--- config.mk ---
export PLATFORM = sky130hd
export DESIGN_NAME = snap_rat
export DESIGN_NICKNAME = d
export VERILOG_FILES = /design/src/rtl/snap_rat_pkg.sv /design/src/rtl/snap_rat_maps.sv /design/src/rtl/snap_rat_slots.sv /design/src/rtl/snap_rat.sv
export SDC_FILE = /design/constraint.sdc
export NUM_CORES = 2
export LEC_CHECK = 0
export BUFFER_PORTS_ARGS = -buffer_cell sky130_fd_sc_hd__buf_2
export CORE_MARGIN = 3
export CORE_UTILIZATION = 40
export CTS_CLUSTER_DIAMETER = 80
export CTS_CLUSTER_SIZE = 40
export DETAILED_ROUTE_END_ITERATION = 16
export GPL_TIMING_DRIVEN = 0
export PLACE_DENSITY = 0.65
export SYNTH_ARGS = -nofsm -noshare
export SYNTH_HDL_FRONTEND = slang
export SYNTH_SLANG_ARGS = --single-unit
--- constraint.sdc ---
create_clock -name clk -period 2.5 [get_ports clk]
set_clock_uncertainty 0.15 [all_clocks]
set_input_delay 0 -clock clk [delete_from_list [all_inputs] [get_ports clk]]
set_output_delay 0 -clock clk [all_outputs]
set_load 0.1 [all_outputs]
--- src/rtl/snap_rat_pkg.sv ---
`timescale 1ns/1ps
package snap_rat_pkg;
    localparam int unsigned DEF_ARCH = 32;
    localparam int unsigned DEF_PHYS = 64;
    localparam int unsigned DEF_CKPT = 4;

    function automatic int unsigned idx_bits(input int unsigned n);
        return (n < 2) ? 1 : $clog2(n);
    endfunction
endpackage

--- src/rtl/snap_rat_maps.sv ---
`timescale 1ns/1ps
module snap_rat_maps
    import snap_rat_pkg::*;
#(
    parameter int unsigned ARCH = DEF_ARCH,
    parameter int unsigned PHYS = DEF_PHYS,
    parameter int unsigned CKPT = DEF_CKPT,
    localparam int unsigned AW = idx_bits(ARCH),
    localparam int unsigned PW = idx_bits(PHYS),
    localparam int unsigned TW = idx_bits(CKPT)
) (
    input  logic          clk,
    input  logic          rst_n,
    input  logic [AW-1:0] rd_a_idx,
    input  logic [AW-1:0] rd_b_idx,
    input  logic [AW-1:0] rd_c_idx,
    output logic [PW-1:0] rd_a,
    output logic [PW-1:0] rd_b,
    output logic [PW-1:0] rd_c,
    input  logic          wr_en,
    input  logic [AW-1:0] wr_idx,
    input  logic [PW-1:0] wr_data,
    input  logic          save_en,
    input  logic [TW-1:0] save_tag,
    input  logic          restore_en,
    input  logic [TW-1:0] restore_tag
);
    typedef logic [PW-1:0] preg_t;
    typedef struct packed {
        preg_t [ARCH-1:0]           main;
        preg_t [CKPT-1:0][ARCH-1:0] snap;
    } maps_t;

    function automatic maps_t reset_val();
        maps_t v;
        v = '0;
        for (int i = 0; i < int'(ARCH); i++) begin
            v.main[i] = preg_t'(i);
        end
        return v;
    endfunction

    localparam maps_t RST = reset_val();

    maps_t st_d, st_q;

    // Snapshot always takes the pre-write table; restore wins over the rename write.
    always_comb begin
        st_d = st_q;
        if (restore_en) begin
            st_d.main = st_q.snap[restore_tag];
        end else if (wr_en) begin
            st_d.main[wr_idx] = wr_data;
        end
        if (save_en) begin
            st_d.snap[save_tag] = st_q.main;
        end
    end

    always_ff @(posedge clk) begin
        if (!rst_n) st_q <= RST;
        else        st_q <= st_d;
    end

    assign rd_a = st_q.main[rd_a_idx];
    assign rd_b = st_q.main[rd_b_idx];
    assign rd_c = st_q.main[rd_c_idx];
endmodule

--- src/rtl/snap_rat_slots.sv ---
`timescale 1ns/1ps
module snap_rat_slots
    import snap_rat_pkg::*;
#(
    parameter int unsigned CKPT = DEF_CKPT,
    localparam int unsigned TW = idx_bits(CKPT)
) (
    input  logic            clk,
    input  logic            rst_n,
    input  logic            alloc_req,
    input  logic            release_valid,
    input  logic [TW-1:0]   release_tag,
    input  logic            recover_valid,
    input  logic [TW-1:0]   recover_tag,
    output logic            any_free,
    output logic            alloc_grant,
    output logic [TW-1:0]   alloc_tag,
    output logic            recover_ok,
    output logic [CKPT-1:0] slot_valid
);
    // younger[r][j] set: slot j was allocated while slot r was live.
    typedef struct packed {
        logic [CKPT-1:0]            valid;
        logic [CKPT-1:0][CKPT-1:0]  younger;
    } slots_t;

    slots_t st_d, st_q;
    logic [TW-1:0] pick;

    always_comb begin
        pick = '0;
        for (int i = int'(CKPT) - 1; i >= 0; i--) begin
            if (!st_q.valid[i]) pick = TW'(i);
        end
        any_free    = ~&st_q.valid;
        alloc_grant = alloc_req && any_free;
        recover_ok  = recover_valid && st_q.valid[recover_tag];

        st_d = st_q;
        if (release_valid) begin
            st_d.valid[release_tag] = 1'b0;
        end
        if (recover_ok) begin
            st_d.valid = st_d.valid & ~st_q.younger[recover_tag];
        end
        if (alloc_grant) begin
            st_d.valid[pick]   = 1'b1;
            st_d.younger[pick] = '0;
            for (int j = 0; j < int'(CKPT); j++) begin
                if (j != int'(pick)) st_d.younger[j][pick] = st_q.valid[j];
            end
        end
    end

    always_ff @(posedge clk) begin
        if (!rst_n) st_q <= '0;
        else        st_q <= st_d;
    end

    assign alloc_tag  = pick;
    assign slot_valid = st_q.valid;
endmodule

--- src/rtl/snap_rat.sv ---
`timescale 1ns/1ps
module snap_rat
    import snap_rat_pkg::*;
#(
    parameter int unsigned ARCH = DEF_ARCH,
    parameter int unsigned PHYS = DEF_PHYS,
    parameter int unsigned CKPT = DEF_CKPT,
    localparam int unsigned AW = idx_bits(ARCH),
    localparam int unsigned PW = idx_bits(PHYS),
    localparam int unsigned TW = idx_bits(CKPT)
) (
    input  logic          clk,
    input  logic          rst_n,
    input  logic          rn_valid,
    input  logic [AW-1:0] rn_src1,
    input  logic [AW-1:0] rn_src2,
    input  logic [AW-1:0] rn_dst,
    input  logic          rn_dst_wr,
    input  logic [PW-1:0] rn_new_preg,
    input  logic          rn_ckpt,
    input  logic          rec_valid,
    input  logic [TW-1:0] rec_tag,
    input  logic          rel_valid,
    input  logic [TW-1:0] rel_tag,
    output logic          rn_stall,
    output logic [PW-1:0] rn_src1_preg,
    output logic [PW-1:0] rn_src2_preg,
    output logic [PW-1:0] rn_prev_preg,
    output logic          ck_grant,
    output logic [TW-1:0] ck_tag
);
    logic            any_free;
    logic            rec_ok;
    logic            accept;
    logic [CKPT-1:0] slot_valid;

    assign rn_stall = rn_valid && rn_ckpt && !any_free;
    assign accept   = rn_valid && !rec_valid && !rn_stall;

    snap_rat_slots #(.CKPT(CKPT)) u_slots (
        .clk           (clk),
        .rst_n         (rst_n),
        .alloc_req     (rn_valid && rn_ckpt && !rec_valid),
        .release_valid (rel_valid),
        .release_tag   (rel_tag),
        .recover_valid (rec_valid),
        .recover_tag   (rec_tag),
        .any_free      (any_free),
        .alloc_grant   (ck_grant),
        .alloc_tag     (ck_tag),
        .recover_ok    (rec_ok),
        .slot_valid    (slot_valid)
    );

    snap_rat_maps #(.ARCH(ARCH), .PHYS(PHYS), .CKPT(CKPT)) u_maps (
        .clk         (clk),
        .rst_n       (rst_n),
        .rd_a_idx    (rn_src1),
        .rd_b_idx    (rn_src2),
        .rd_c_idx    (rn_dst),
        .rd_a        (rn_src1_preg),
        .rd_b        (rn_src2_preg),
        .rd_c        (rn_prev_preg),
        .wr_en       (accept && rn_dst_wr),
        .wr_idx      (rn_dst),
        .wr_data     (rn_new_preg),
        .save_en     (ck_grant),
        .save_tag    (ck_tag),
        .restore_en  (rec_ok),
        .restore_tag (rec_tag)
    );
endmodule

==> reports/summary.log <==
[run_status] status finished, violations left
[run_status] failing checks max-capacitance violations, max-slew violations, negative setup slack
[sta] setup repair after global routing missed its margin true
[finish] area taken by flip-flops and latches 20200 µm²
[drt] ratio of routed vias to standard cells 6.29
[floorplan] y dimension of the die 341 µm
[cts] Inserted Clock Buffers 43
[floorplan] Placement Rows 122
[pwr] worst voltage drop across the vdd grid 501 µV
[floorplan] I/O pin count 54
[critical_path] Crit path arrival time 2.62 ns
[drt] vias after detailed routing 42500
[yosys] post-synthesis net count 5061
[critical_path] startpoint type of the worst setup path register
[cts] TritonCTS clock tree done
[critical_path] worst setup path category register to output pin
[drt] post-detailed-routing wire length 203000 µm
[critical_path] Worst Setup End Kind output pin
[pwr] combinational fraction of design power 0.109
[yosys] netlist area before placement 45000 µm²
[job] count of maximum capacitance violations 4
[min_path] classification of the worst-slack hold path input port to register
[drt] detailed router's first-iteration violation count 6263
[yosys] biggest area contributors in the synthesized netlist sky130_fd_sc_hd__dfxtp_1 (44%), sky130_fd_sc_hd__mux4_2 (16%), sky130_fd_sc_hd__nand2_1 (14%)
[floorplan] area of the core 111000 µm²
[yosys] EDFF count, synth 0
[yosys] number of unique standard cell types used by synthesis 70
[sta] Final Max Slew Viols 33
[pwr] Net Sw Power 8.73 mW
[pwr] Cell Pwr Density 564 nW/µm²
[floorplan] Initial Utilization 0.405
[cts] later-pin clock latency in the skew report 0.72 ns
[pwr] share of total power in the clock network 0.347
[sta] final setup slack of the worst path -0.270 ns
[finish] fill count 10800
[yosys] sequential-to-total area share from yosys stat 0.436
[finish] Layout Utilization 0.464
[critical_path] Slowest-stage cell, CP sky130_fd_sc_hd__mux4_2
[sta] total of endpoints with negative setup slack in the final report 33
[yosys] Yosys reg bits 980
[yosys] Primary FF master, synth sky130_fd_sc_hd__dfxtp_1
[global_route] overflow left after global routing 0
[sta] Worst-Margin Slew 1.58 ns
[placement] Buffers on Ports 43
[drt] DRC violation count after routing 0
[yosys] Mapped Cells 5029
[sta] Max-Slew Margin vs Limit -0.0553
[pwr] portion of total power attributed to sequential cells 0.545
[finish] area delta synth->final 14.5%
[sta] final critical path time including I/O delays and setup 2.77 ns
[finish] Layout Nets 5267
[critical_path] data required time of the critical path 2.35 ns
[global_route] first-pass GRT wire length 285000 µm
[cts] H-Tree Depth 2
[pwr] internal power component 20.3 mW
[yosys] share of the synthesized area in the top cell type 0.436
[global_route] Tot GR Track Use 0.337
[finish] area of the multi-input gates 24000 µm²
[critical_path] delay of the slowest critical-path stage 0.56 ns
[drt] final routed wire length divided by cell count 30.1 µm
[sta] ratio of final minimum period to clock period 1.11
[pwr] Sw Share 0.300
[yosys] library cell occupying the most area in the post-synthesis netlist sky130_fd_sc_hd__dfxtp_1
[cts] clock transition at the registers of the reported paths 0.15 ns
[yosys] share of async-settable or async-resettable flops after synthesis 0
[yosys] Avg Synthesized Cell Area 8.95 µm²
[placement] final weighted congestion in routability-driven placement 1.10
[pwr] cell leakage power 17.1 nW
[cts] buffer levels on the longest clock path 3
[sta] Max Clk Rate 361 MHz
[critical_path] Critical Path, Cell by Cell mux4_2 > a22o_1 > a221oi_2 > nand3_4 > buf_12
[global_route] via count of the first global-routing pass 38800
[sta] hold violation total from the final report 0
[floorplan] die width 341 µm
[global_route] largest net degree at the start of global routing 41
[drt] Detail Route Antenna Nets 0
[cts] clk sink count 980
[yosys] Yosys Warn Count 0
[floorplan] area of the die 117000 µm²
[cts] CTS root buf sky130_fd_sc_hd__clkbuf_16
[sta] final setup TNS -4.10 ns
[critical_path] maximum net fanout on the critical path 8
[drt] iteration count of the initial detailed-routing pass 6
[placement] detailed placer's ending HPWL 146000 µm
[global_route] initial antenna violation count 7
[finish] ratio of cells with drive above 1 in the final layout 0.211
[path summary, 6_finish.rpt]
path | startpoint | to | slack, ns | cells after the start
setup / recovery | u_maps.st_q[908] | rn_prev_preg[2] | -0.27 | 5
hold / removal | rn_dst[0] | u_maps.st_q[949] | 0.07 | 6
setup reg to reg | u_slots.slot_valid[2] | u_maps.st_q[824] | -0.16 | 6
hold reg to reg | u_maps.st_q[702] | u_maps.st_q[702] | 0.30 | 2
[cells by family (layout without fill, tap and decap cells)]
kind of cell	count (synthesis)	count (layout)	share of synthesized area
DFF	980	980	0.436
and+or+nand+nor	1863	1863	0.167
AOI/OAI and AO/OA	1236	1236	0.154
buffers and inverters	463	703	0.0466
muxes	487	487	0.197
other	0	6	0
[layout by cell type (no fill, tap or decap), types with 36 or more instances in the layout]
master,count
sky130_fd_sc_hd__nor3_1,55
sky130_fd_sc_hd__clkbuf_1,175
sky130_fd_sc_hd__nand2_1,1619
sky130_fd_sc_hd__dfxtp_2,55
sky130_fd_sc_hd__dfxtp_4,137
sky130_fd_sc_hd__buf_2,198
sky130_fd_sc_hd__buf_6,37
sky130_fd_sc_hd__a21oi_1,906
sky130_fd_sc_hd__nand3_1,42
sky130_fd_sc_hd__o21ai_0,110
sky130_fd_sc_hd__mux2i_1,165
sky130_fd_sc_hd__nor2_1,36
sky130_fd_sc_hd__dfxtp_1,788
sky130_fd_sc_hd__clkbuf_16,45
sky130_fd_sc_hd__buf_4,108
sky130_fd_sc_hd__mux4_2,320
[metrics by stage]
stage               cell area, µm²  hold slack, ns  total power [mW]  worst slack (ns)  instances
floorplan                    45200           0.118              17.9            -0.218       5029
global placement             47300           0.288              19.0             -1.16       6560
detailed placement           47300           0.293              19.1            -0.820       6562
CTS                          50700         0.00316              28.9            -0.349       6703
global route                 51500          0.0280              29.6            -0.274       6757
finish                       51500          0.0718              29.0            -0.270       6763
[cell usage after synthesis, drive strengths merged, types with 13 or more instances]
| cell | n |
|---|---|
| nand2 | 1624 |
| dfxtp | 980 |
| a21oi | 906 |
| mux4 | 320 |
| buf | 247 |
| clkbuf | 214 |
| mux2i | 167 |
| o21ai | 137 |
| nor3 | 57 |
| o22ai | 49 |
| nand3 | 48 |
| nor2 | 41 |
| a311oi | 26 |
| a31oi | 23 |
| a22oi | 21 |
| nor4 | 20 |
| a211oi | 19 |
| o211ai | 14 |
| nand2b | 13 |
[registers in the layout (all words and copies together) (netlist names), named ones only]
signal / cells
u_maps.st_q: 960
u_slots.slot_valid: 4
u_slots.st_q: 12
[worst max-delay path, delay by kind of cell (launching register included)]
| family | cells | cell delay, ns |
|---|---|---|
| mux | 1 | 0.56 |
| compound gates | 2 | 0.49 |
| flops | 1 | 0.42 |
| buf+inv | 1 | 0.23 |
| simple gates | 1 | 0.22 |
[layer usage]
metal  global-route usage  share of wire  up-vias
met3                0.115           0.14      599
met2                0.485           0.41     2944
met5              0.00167        0.00088        -
li1                     -              -    18100
met4                0.185          0.066        4
met1                0.444           0.38    20900
[layout make-up]
cell class                      count  share of cell area
Antenna cell                        6            0.000291
Buffer                            460              0.0442
Clock buffer                       45              0.0219
Clock inverter                     34              0.0108
Inverter                            2            0.000146
Multi-Input combinational cell   3586               0.465
Sequential cell                   980               0.392
Tap cell                         1488              0.0361
Timing Repair Buffer              162              0.0291
[power by group through the flow]
stage	Combinational, mW	Sequential (mW)	Clock, mW
floorplan	1.70	16.2	0
global placement	2.75	16.3	0
detailed placement	2.77	16.3	0
CTS	2.98	15.9	10.1
global route	3.21	15.8	10.6
finish	3.16	15.8	10.1
[repair_timing]
item                                   in CTS  in global routing
pin swaps                                  23                 31
setup endpoints to repair                 694                481
setup buffers                              37                 54
endpoints found under the hold margin      85                  3
gates resized for setup                   456                137
hold buffers                               25                  1
cloned                                      0                  0
(Power assumes the default switching activity.)
